`config.mk`:
```
export PLATFORM = sky130hd
export DESIGN_NAME = twi_eeprom_slave
export DESIGN_NICKNAME = d
export VERILOG_FILES = /design/src/rtl/twi_eeprom_pkg.sv /design/src/rtl/twi_line_sync.sv /design/src/rtl/twi_busctl.sv /design/src/rtl/twi_pagebuf.sv /design/src/rtl/twi_eeprom_slave.sv
export SDC_FILE = /design/constraint.sdc
export NUM_CORES = 2
export LEC_CHECK = 0
export ABC_AREA = 1
export ABC_CLOCK_PERIOD_IN_PS = 7000
export BUFFER_PORTS_ARGS = -buffer_cell sky130_fd_sc_hd__buf_2
export CAP_MARGIN = 20
export CELL_PAD_IN_SITES_DETAIL_PLACEMENT = 1
export CELL_PAD_IN_SITES_GLOBAL_PLACEMENT = 1
export CORE_MARGIN = 5
export CORE_UTILIZATION = 50
export DETAILED_ROUTE_END_ITERATION = 10
export PLACE_DENSITY_LB_ADDON = 0.1
export SLEW_MARGIN = 30
export SYNTH_ARGS = -nofsm -noshare
export SYNTH_HDL_FRONTEND = slang
export SYNTH_SLANG_ARGS = --single-unit
```
`constraint.sdc`:
```
create_clock -name clk -period 7 [get_ports clk]
set_input_delay 1.4 -clock clk [delete_from_list [all_inputs] [get_ports clk]]
set_output_delay 1.4 -clock clk [all_outputs]
set_load 0.01 [all_outputs]
```
`src/rtl/twi_eeprom_pkg.sv`:
```
package twi_eeprom_pkg;
  typedef enum logic [3:0] {
    S_IDLE,  // ignore bus until START
    S_DEV,   // shifting device-address byte
    S_DACK,  // acknowledging device address
    S_WADR,  // shifting word address
    S_AACK,  // acknowledging word address
    S_WDAT,  // shifting write data
    S_WACK,  // acknowledging write data
    S_RDAT,  // sending read data
    S_RACK   // sampling master acknowledge
  } bus_st_e;
endpackage

```
`src/rtl/twi_line_sync.sv`:
```
module twi_line_sync #(
  parameter int SYNC_N = 2
) (
  input  logic clk,
  input  logic rst_n,
  input  logic scl_i,
  input  logic sda_i,
  output logic scl_o,
  output logic sda_o,
  output logic scl_rise_o,
  output logic scl_fall_o,
  output logic start_o,
  output logic stop_o
);
  logic [SYNC_N:0] scl_sh, sda_sh;
  logic scl_old, sda_old;

  always_ff @(posedge clk or negedge rst_n) begin
    if (!rst_n) begin
      scl_sh <= '1;
      sda_sh <= '1;
    end else begin
      scl_sh <= {scl_sh[SYNC_N-1:0], scl_i};
      sda_sh <= {sda_sh[SYNC_N-1:0], sda_i};
    end
  end

  assign scl_o   = scl_sh[SYNC_N-1];
  assign sda_o   = sda_sh[SYNC_N-1];
  assign scl_old = scl_sh[SYNC_N];
  assign sda_old = sda_sh[SYNC_N];

  assign scl_rise_o = scl_o & ~scl_old;
  assign scl_fall_o = ~scl_o & scl_old;
  assign start_o    = scl_o & scl_old & sda_old & ~sda_o;
  assign stop_o     = scl_o & scl_old & ~sda_old & sda_o;
endmodule

```
`src/rtl/twi_busctl.sv`:
```
module twi_busctl
  import twi_eeprom_pkg::*;
#(
  parameter int          ADDR_W = 8,
  parameter int          PAGE_W = 4,
  parameter logic [3:0]  DEV_ID = 4'b1010
) (
  input  logic                     clk,
  input  logic                     rst_n,
  input  logic                     scl_i,
  input  logic                     sda_i,
  input  logic                     scl_rise_i,
  input  logic                     scl_fall_i,
  input  logic                     start_i,
  input  logic                     stop_i,
  input  logic [2:0]               strap_i,
  input  logic                     busy_i,
  input  logic [7:0]               rd_data_i,
  output logic [ADDR_W-1:0]        rd_addr_o,
  output logic                     wb_we_o,
  output logic [PAGE_W-1:0]        wb_idx_o,
  output logic [ADDR_W-PAGE_W-1:0] wb_page_o,
  output logic [7:0]               wb_data_o,
  output logic                     sda_oe_o
);
  bus_st_e           st, st_n;
  logic [3:0]        bitcnt, cnt_n;
  logic [7:0]        shreg, sh_n, tx, tx_n;
  logic [ADDR_W-1:0] ptr, ptr_n;
  logic              oe_n, dev_hit;

  assign dev_hit   = (shreg[7:4] == DEV_ID) && (shreg[3:1] == strap_i) && !busy_i;
  assign rd_addr_o = ptr;
  assign wb_idx_o  = ptr[PAGE_W-1:0];
  assign wb_page_o = ptr[ADDR_W-1:PAGE_W];
  assign wb_data_o = shreg;

  always_comb begin
    st_n = st; cnt_n = bitcnt; sh_n = shreg; tx_n = tx; ptr_n = ptr;
    oe_n = sda_oe_o; wb_we_o = 1'b0;
    if (start_i) begin
      st_n = S_DEV; cnt_n = '0; oe_n = 1'b0;
    end else if (stop_i) begin
      st_n = S_IDLE; oe_n = 1'b0;
    end else begin
      if (scl_rise_i) begin
        if (st inside {S_DEV, S_WADR, S_WDAT, S_RACK}) sh_n = {shreg[6:0], sda_i};
        if (st inside {S_DEV, S_WADR, S_WDAT, S_RDAT}) cnt_n = bitcnt + 4'd1;
      end
      if (scl_fall_i) begin
        case (st)
          S_DEV: if (bitcnt == 4'd8) begin
            cnt_n = '0;
            if (dev_hit) begin st_n = S_DACK; oe_n = 1'b1; end
            else st_n = S_IDLE;
          end
          S_WADR: if (bitcnt == 4'd8) begin
            cnt_n = '0; ptr_n = shreg; st_n = S_AACK; oe_n = 1'b1;
          end
          S_WDAT: if (bitcnt == 4'd8) begin
            cnt_n = '0; wb_we_o = 1'b1; st_n = S_WACK; oe_n = 1'b1;
            ptr_n = {ptr[ADDR_W-1:PAGE_W], ptr[PAGE_W-1:0] + PAGE_W'(1)};
          end
          S_AACK, S_WACK: begin
            oe_n = 1'b0; st_n = S_WDAT;
          end
          S_RDAT: if (bitcnt == 4'd8) begin
            cnt_n = '0; oe_n = 1'b0; st_n = S_RACK;
          end else begin
            oe_n = ~tx[7]; tx_n = {tx[6:0], 1'b0};
          end
          S_DACK, S_RACK: begin
            // S_DACK: shreg[0] is the direction bit; S_RACK: master ack bit
            if ((st == S_DACK) ? shreg[0] : !shreg[0]) begin
              tx_n = {rd_data_i[6:0], 1'b0}; oe_n = ~rd_data_i[7];
              ptr_n = ptr + ADDR_W'(1); st_n = S_RDAT;
            end else begin
              oe_n = 1'b0; st_n = (st == S_DACK) ? S_WADR : S_IDLE;
            end
          end
          default: ;
        endcase
      end
    end
  end

  always_ff @(posedge clk or negedge rst_n) begin
    if (!rst_n) begin
      st <= S_IDLE; bitcnt <= '0; shreg <= '0; tx <= '0; ptr <= '0; sda_oe_o <= 1'b0;
    end else begin
      st <= st_n; bitcnt <= cnt_n; shreg <= sh_n; tx <= tx_n; ptr <= ptr_n; sda_oe_o <= oe_n;
    end
  end

  // the driven level never moves while the sampled clock is high
  a_r3_oe_steady_high: assert property (@(posedge clk) disable iff (!rst_n)
    (scl_i && !start_i && !stop_i) |=> $stable(sda_oe_o));
  // idle (after NACK, mismatch or STOP) never pulls the line
  a_r10_idle_quiet: assert property (@(posedge clk) disable iff (!rst_n)
    (st == S_IDLE) |-> !sda_oe_o);
  // no device-address acknowledge during a write cycle
  a_r6_no_ack_busy: assert property (@(posedge clk) disable iff (!rst_n)
    (st == S_DACK && $past(st) == S_DEV) |-> !$past(busy_i));
  // page bits of the pointer survive a received data byte
  a_r5_page_fixed: assert property (@(posedge clk) disable iff (!rst_n)
    (st == S_WDAT && scl_fall_i && bitcnt == 4'd8 && !start_i && !stop_i)
      |=> $stable(ptr[ADDR_W-1:PAGE_W]));
endmodule

```
`src/rtl/twi_pagebuf.sv`:
```
module twi_pagebuf #(
  parameter int ADDR_W    = 8,
  parameter int PAGE_W    = 4,
  parameter int WR_CYCLES = 625000
) (
  input  logic                     clk,
  input  logic                     rst_n,
  input  logic                     we_i,
  input  logic [PAGE_W-1:0]        idx_i,
  input  logic [ADDR_W-PAGE_W-1:0] page_i,
  input  logic [7:0]               data_i,
  input  logic                     clr_i,
  input  logic                     stop_i,
  input  logic                     deny_i,
  output logic                     busy_o,
  output logic                     mem_we_o,
  output logic [ADDR_W-1:0]        mem_addr_o,
  output logic [7:0]               mem_wdata_o
);
  localparam int PAGE_N = 1 << PAGE_W;
  localparam int CNT_W  = $clog2(WR_CYCLES) + 1;

  logic [7:0]              dat [PAGE_N];
  logic                    vld [PAGE_N];
  logic [ADDR_W-PAGE_W-1:0] pg;
  logic [CNT_W-1:0]        tmr, tmr_n;
  logic                    busy_n, any_vld, go, done, take, drop;
  logic [PAGE_W-1:0]       cidx;

  always_comb begin
    any_vld = 1'b0;
    for (int k = 0; k < PAGE_N; k++) any_vld = any_vld | vld[k];
  end

  assign take = we_i && !busy_o;
  assign go   = stop_i && !busy_o && any_vld;
  assign done = busy_o && (tmr == CNT_W'(WR_CYCLES - 1));
  assign drop = done || (clr_i && !busy_o);
  assign cidx = tmr[PAGE_W-1:0];

  for (genvar g = 0; g < PAGE_N; g++) begin : g_ent
    always_ff @(posedge clk or negedge rst_n) begin
      if (!rst_n)                                vld[g] <= 1'b0;
      else if (drop)                             vld[g] <= 1'b0;
      else if (take && idx_i == PAGE_W'(g))      vld[g] <= 1'b1;
    end
    always_ff @(posedge clk) begin
      if (take && idx_i == PAGE_W'(g)) dat[g] <= data_i;
    end
  end

  always_comb begin
    busy_n = busy_o; tmr_n = tmr;
    if (go) begin busy_n = 1'b1; tmr_n = '0; end
    else if (done) busy_n = 1'b0;
    else if (busy_o) tmr_n = tmr + CNT_W'(1);
  end

  always_ff @(posedge clk or negedge rst_n) begin
    if (!rst_n) begin
      busy_o <= 1'b0; tmr <= '0; pg <= '0;
    end else begin
      busy_o <= busy_n; tmr <= tmr_n;
      if (take) pg <= page_i;
    end
  end

  assign mem_addr_o  = {pg, cidx};
  assign mem_wdata_o = dat[cidx];
  assign mem_we_o    = busy_o && (tmr < CNT_W'(PAGE_N)) && vld[cidx] && !deny_i;

  // a write cycle opens only on a STOP
  a_r6_busy_from_stop: assert property (@(posedge clk) disable iff (!rst_n)
    $rose(busy_o) |-> $past(stop_i));
endmodule

```
`src/rtl/twi_eeprom_slave.sv`:
```
module twi_eeprom_slave #(
  parameter logic [3:0] DEV_ID    = 4'b1010,
  parameter int         ADDR_W    = 8,
  parameter int         PAGE_W    = 4,
  parameter int         SYNC_N    = 2,
  parameter int         WR_CYCLES = 625000
) (
  input  logic              clk,
  input  logic              rst_n,
  input  logic              scl_i,
  input  logic              sda_i,
  input  logic [2:0]        strap_i,
  input  logic              chk_deny_i,
  output logic [ADDR_W-1:0] chk_addr_o,
  output logic              sda_oe_o
);
  localparam int DEPTH = 1 << ADDR_W;
  localparam int HI_W  = ADDR_W - PAGE_W;

  logic [1:0]        rs;
  logic              rst_q_n;
  logic              scl_s, sda_s, rise, fall, start, stop, busy;
  logic [ADDR_W-1:0] rd_addr, mem_addr;
  logic [7:0]        rd_data, wb_data, mem_wdata;
  logic              wb_we, mem_we;
  logic [PAGE_W-1:0] wb_idx;
  logic [HI_W-1:0]   wb_page;
  logic [7:0]        mem [DEPTH];

  always_ff @(posedge clk or negedge rst_n) begin
    if (!rst_n) rs <= '0;
    else        rs <= {rs[0], 1'b1};
  end
  assign rst_q_n = rs[1];

  twi_line_sync #(.SYNC_N(SYNC_N)) u_sync (
    .clk(clk), .rst_n(rst_q_n), .scl_i(scl_i), .sda_i(sda_i),
    .scl_o(scl_s), .sda_o(sda_s), .scl_rise_o(rise), .scl_fall_o(fall),
    .start_o(start), .stop_o(stop));

  twi_busctl #(.ADDR_W(ADDR_W), .PAGE_W(PAGE_W), .DEV_ID(DEV_ID)) u_bus (
    .clk(clk), .rst_n(rst_q_n), .scl_i(scl_s), .sda_i(sda_s),
    .scl_rise_i(rise), .scl_fall_i(fall), .start_i(start), .stop_i(stop),
    .strap_i(strap_i), .busy_i(busy), .rd_data_i(rd_data), .rd_addr_o(rd_addr),
    .wb_we_o(wb_we), .wb_idx_o(wb_idx), .wb_page_o(wb_page), .wb_data_o(wb_data),
    .sda_oe_o(sda_oe_o));

  twi_pagebuf #(.ADDR_W(ADDR_W), .PAGE_W(PAGE_W), .WR_CYCLES(WR_CYCLES)) u_buf (
    .clk(clk), .rst_n(rst_q_n), .we_i(wb_we), .idx_i(wb_idx), .page_i(wb_page),
    .data_i(wb_data), .clr_i(start), .stop_i(stop), .deny_i(chk_deny_i),
    .busy_o(busy), .mem_we_o(mem_we), .mem_addr_o(mem_addr), .mem_wdata_o(mem_wdata));

  always_ff @(posedge clk) begin
    if (mem_we) mem[mem_addr] <= mem_wdata;
  end
  assign rd_data    = mem[rd_addr];
  assign chk_addr_o = mem_addr;
endmodule

```
[After elaboration in Yosys (flattened, before gate mapping)]
Memories as Yosys holds them, arrays and structs flattened.
Index checks and enable logic that the tools add are counted.
Widths: inputs -> output; s select.
Operators by class
  add/subtract/negate cells: 4
  magnitude comparators: 2
  equal/unequal tests: 39
  multiplexer cells: 159
  bitwise gates (word level): 32
  reductions and logical operators: 83
Operator list (count)
  $mux 8: 19
  $mux 4: 31
  $reduce_or 8->1: 15
  $mux 1: 99
  $mux 21: 3
  $eq 4x4->1 const B: 11
  $reduce_bool 2->1: 20
  $eq 4x3->1 const B: 8
  $logic_and 1x1->1: 26
  $pmux 4 s6: 1
  $pmux 8 s3: 1
  $add 21x1->21 const B: 1
  $eq 21x20->1 const B: 1
  $lt 21x5->1 const B: 1
  $eq 4x2->1 const B: 4
  $ne 4x2->1 const B: 4
  $pmux 8 s2: 1
  $or 1x1->1: 15
  $reduce_and 7->1: 2
  $reduce_and 6->1: 2
  $not 1->1: 9
  $add 4x1->4 const B: 2
  $add 8x1->8 const B: 1
  $eq 4x1->1 const B: 2
  22 further kinds: 40
Word-level totals
  register bits: 83
  bits in writable memories: 2176
  output and inout port bits: 9
  logic and storage cells: 350
  memories kept: 2
Memory list
  mem: words 256, bits a word 8, rd ports 1, clocked after Yosys merged registers in 0, wr ports 1, RTL line twi_eeprom_slave.sv:28  | logic [7:0] mem [DEPTH];
  u_buf.dat: words 16, bits a word 8, rd ports 1, clocked after Yosys merged registers in 0, wr ports 1, RTL line twi_pagebuf.sv:23  | logic [7:0] dat [PAGE_N];

[Depth between registers and ports, before layout]
  word-level depth: 26
  gate-level depth with buffers: 19
  depth with buffers taken out: 15

[By module]
A second synthesis with hierarchy kept.
Unflattened totals
  cell total of the unflattened synthesis: 8056
  area total of the unflattened synthesis: 93263.2 um^2
Modules (own cells, without submodules)
  twi_eeprom_slave: instances 1, cells each 6998, area each 83289.9 um^2, sequential area each 61549.0 um^2
  twi_pagebuf: instances 1, cells each 728, area each 7539.7 um^2, sequential area each 4894.7 um^2
  twi_busctl: instances 1, cells each 313, area each 2234.6 um^2, sequential area each 800.8 um^2
  twi_line_sync: instances 1, cells each 17, area each 198.9 um^2, sequential area each 157.7 um^2

[Worst setup path after synthesis]
OpenSTA, ideal clock, no wires.
  kind: register to register
  from: reg u_buf.tmr[0]
  to: mem mem[0][0], data pin
  setup time: 1.788 ns
  arrival time: 5.060 ns
  required time: 5.212 ns
  setup slack: 0.151 ns
  stages on the path, launching flop included: 9
  cell sequence: dfrtp_1 -> inv_2 -> buf_4 -> clkbuf_1 -> clkbuf_1 -> o21ai_0 -> o22ai_1 -> nand2_1 -> nand4_1
Between the ends
  longest elaborated chain between the ends: 1
Ends and longest elaborated chain
  start: declaration: RTL line twi_pagebuf.sv:26  | logic [CNT_W-1:0] tmr, tmr_n;
  start signal: assignment: RTL line twi_pagebuf.sv:63  | busy_o <= busy_n; tmr <= tmr_n;
  $mem_v2 16x8
  net mem_wdata[0]: RTL line twi_eeprom_slave.sv:24  | logic [7:0] rd_data, wb_data, mem_wdata;
  end: declaration: RTL line twi_eeprom_slave.sv:28
The timed path passes the listed nets, and every way through them passes these cells.

[Worst setup path in the final report]
  from: reg u_bus.ptr[0], in the netlist u_bus.rd_addr_o[0]
  to: reg u_bus.tx[3]
Between the ends
  longest elaborated chain between the ends: 3
Ends and longest elaborated chain
  start: declaration: RTL line twi_busctl.sv:29  | logic [ADDR_W-1:0] ptr, ptr_n;
  start signal: assignment: RTL line twi_busctl.sv:91  | st <= st_n; bitcnt <= cnt_n; shreg <= sh_n; tx <= tx_n; ptr <= ptr_n; sda_oe_o <= oe_n;
  $mem_v2 256x8
  $mux 8: RTL line twi_busctl.sv:74  | if ((st == S_DACK) ? shreg[0] : !shreg[0]) begin
  $pmux 8 s2: RTL line twi_busctl.sv:51  | case (st)
  end signal: assignment: RTL line twi_busctl.sv:91
  end: declaration: RTL line twi_busctl.sv:28  | logic [7:0] shreg, sh_n, tx, tx_n;
Every way passes these cells. The select of a mux whose other input is x is not followed.
A chain may end at the register's enable or synchronous reset.

==> flow_summary.ini <==
[outcome]
outcome = complete, no violations

[layout]
layout.cells.non_filler = 10568
num-fill-cells = 18927
ff_latch_area_um2 = 67400
multi_input_area_um2 = 22000
nets = 7915
synthToLayoutAreaGrowth_pct = 9.99
drive_above_1_share_pct = 6.46
stdcell_area_um2 = 102000

[power]
swShare_pct = 37.1
pwr-share-comb_pct = 31.0
p_leak_nw = 35.2
p_clk_share_pct = 30.5
power.switching_mw = 14.5
power.share.sequential_pct = 38.5
ir_drop_mv = 0.337
p_per_area_nw_per_um2 = 383
p_int_mw = 24.6

[sta]
worstMarginPinSlew_ns = 1.07
finalSetupViolCount = 0
fin_skew_ns = 0.0353
setup_tns_ns = 0
relSlewSlack_pct = 28.5
layout_min_cycle_time_ns = 4.13
period_share_pct = 59.0
fmax_mhz = 242
slew_viol_final = 0
rsz0062_at_grt = false
hold_viol = 0

[placed_design]
gp_congestion = 0.840
detailed_place_hpwl_um = 160000
placedCellCount = 10147
numPortBuffers = 16
dpl-instance-area_um2 = 94700

[synth]
synth.avg_cell_area_um2 = 11.5
synth_edf_count = 2176
async_reset_ff_share_pct = 3.63
synth_cell_types = 49
syn_inst = 8044
ys.warnings.count = 0
ys.flop_type = edfxtp_1
yosysSeqAreaShare_pct = 72.7
syn_nets = 8063
synth_area_um2 = 92700
synth-seq-cells = 2258

[drt]
drt-wirelength-per-cell_um = 27.0
post-route-drc-count = 0
drtPass1Iterations = 5
dr.first_iter.drc_count = 6384
wirelength_um = 285000
vias = 62118
via_per_inst = 5.88
ant_nets = 0

[critical_path]
r2r_start = u_bus.rd_addr_o[0]$_DFFE_PN0P_
cp-start-kind = register
critPathMaxFanout = 204
crit_path_end_kind = register
cp-startpoint = u_bus.rd_addr_o[0]$_DFFE_PN0P_
cp.required_ns = 7.81
cp.arrival_ns = 4.94
crit_type = reg2reg

[cts]
clk_latency_ns = 0.88
cts_max_path_buffers = 3
cts_sinks = 2258
numCtsBuffers = 227
tritoncts = done
cts-htree-levels = 4
cts_resized = 0
cts_hold_buf = 0
cts_setup_buffers = 0
clk_pin_slew_worst_paths_ns = 0.07
root_buffer = clkbuf_16

[floorplan]
ioPinCount = 17
dieArea_um2 = 194000
design.core.area_um2 = 185000
chipWidth_um = 441
die_y_um = 441
initial_core_util_pct = 50.2
row_count = 158

[global_route]
grt_pass1_vias = 63313
grt-ovfl-total = 0
gr-usage-all-layers_pct = 29.1
antenna_found_initial = 15
grt_pass1_wl_um = 419000
grt_start_max_net_pins = 205

[worst_hold_path]
hp-class = reg2async

[job]
cap_violations = 0
-- stage by stage --
stage | total power [mW] | util, % | setup slack [ns] | hold slack, ns
after floorplan | 22.8 | - | 0.151 | 0.331
after global placement | 27.0 | 51.2 | 2.75 | 0.301
after detailed placement | 27.2 | 51.2 | 2.69 | 0.298
after CTS | 39.1 | 55.1 | 2.89 | 0.253
after global routing | 40.8 | 55.2 | 2.71 | 0.268
final | 39.0 | 55.2 | 2.87 | 0.278
-- critical path: stages (launching register included) --
cell	delay, ns
dfrtp_4	0.72
inv_16	0.47
buf_4	0.73
o21ai_0	0.17
o22ai_1	0.21
nand2_1	0.09
nand2_1	0.10
inv_1	0.05
nand2_1	0.19
nand3_1	0.23
nand3_1	0.13
nand3_1	0.23
nand3_1	0.17
nand2_1	0.07
nand2_1	0.06
-- cell usage after synthesis, drive strengths merged, types with 2 or more instances --
master  instances  area share (%)
a211oi          7           0.057
a21oi          96            0.52
a22o            2           0.019
buf           260             1.6
clkbuf        223            0.90
clkinv          6           0.024
dfrtp          76             2.1
dfstp           6            0.17
edfxtp       2176              70
ha             11            0.15
inv           263             1.1
nand2        1525             6.3
nand3         298             1.6
nand4          77            0.52
nor2         1735             7.1
nor3           16           0.092
nor4           11           0.090
o211ai         16            0.13
o21ai        1042             5.6
o22ai         178             1.2
o31ai           2           0.016
o32ai           2           0.019
xor2            5           0.047
-- worst paths after layout --
check / endpoint / depth (start not counted) / slack (ns)
max in group asynchronous: u_bus.rd_addr_o[1]$_DFFE_PN0P_ / 1 / 5.58
setup reg to reg: u_bus.tx[3]$_DFFE_PN0P_ / 14 / 2.87
setup / recovery: u_bus.tx[3]$_DFFE_PN0P_ / 14 / 2.87
hold reg to reg: u_buf.tmr[13]$_DFFE_PN0P_ / 0 / 0.28
min in group clk: u_sync.sda_sh[1]$_DFF_PN1_ / 0 / 0.36
hold / removal: u_buf.tmr[13]$_DFFE_PN0P_ / 0 / 0.28
-- state kept, by name, summed over array words and instances (netlist names), 4 cells and up --
name             flops
mem               2048
u_buf.dat          128
u_buf.pg             4
u_buf.tmr           21
u_buf.vld           16
u_bus.bitcnt         4
u_bus.rd_addr_o      8
u_bus.st             4
u_bus.tx             7
u_bus.wb_data_o      8
-- layer usage --
layer  global-route usage, %  part of all wire, %
met1                    41.1                   43
met2                    47.3                   47
met3                    4.28                  7.1
met4                    8.47                  2.8
met5                       0               0.0084
-- power groups by stage --
| stage | sequential, mW | combinational, mW | clock (mW) |
|---|---|---|---|
| 6_report | 15.0 | 12.1 | 11.9 |
| 5_1_grt | 15.0 | 13.1 | 12.7 |
| 4_1_cts | 15.0 | 12.0 | 12.1 |
| 3_5_place_dp | 15.3 | 11.9 | 0 |
| 3_3_place_gp | 15.3 | 11.7 | 0 |
| 2_1_floorplan | 15.2 | 7.64 | 0 |
-- cells by family after synthesis --
| group | Yosys count | share of synthesized area (%) |
|---|---|---|
| AO/OA/AOI/OAI | 1352 | 7.66 |
| XOR/XNOR | 6 | 0.0567 |
| adder cells (fa/ha/maj) | 11 | 0.148 |
| buffers and inverters | 752 | 3.64 |
| flip-flops | 2258 | 72.7 |
| other | 1 | 0.00405 |
| AND/OR/NAND/NOR | 3664 | 15.8 |
-- final cells by class --
type / count / area share, %
antenna: 5 / 0.0123
multi-input combinational: 5034 / 21.6
sequential: 2258 / 66.1
tap: 2480 / 3.04
timing repair buffer: 106 / 1.10
clock buffer: 275 / 5.81
inverter: 269 / 1.02
clock inverter: 141 / 1.27
-- cell usage in the layout, fill, tap and decap left out, drive strengths merged, types with 106 or more instances in the layout --
cell type and count:
buf 106, clkbuf 275, clkinv 107, edfxtp 2176, inv 275, nand2 1525
nand3 298, nor2 1735, o21ai 1042, o22ai 178
Note: power is estimated with default switching activity, not from simulation.
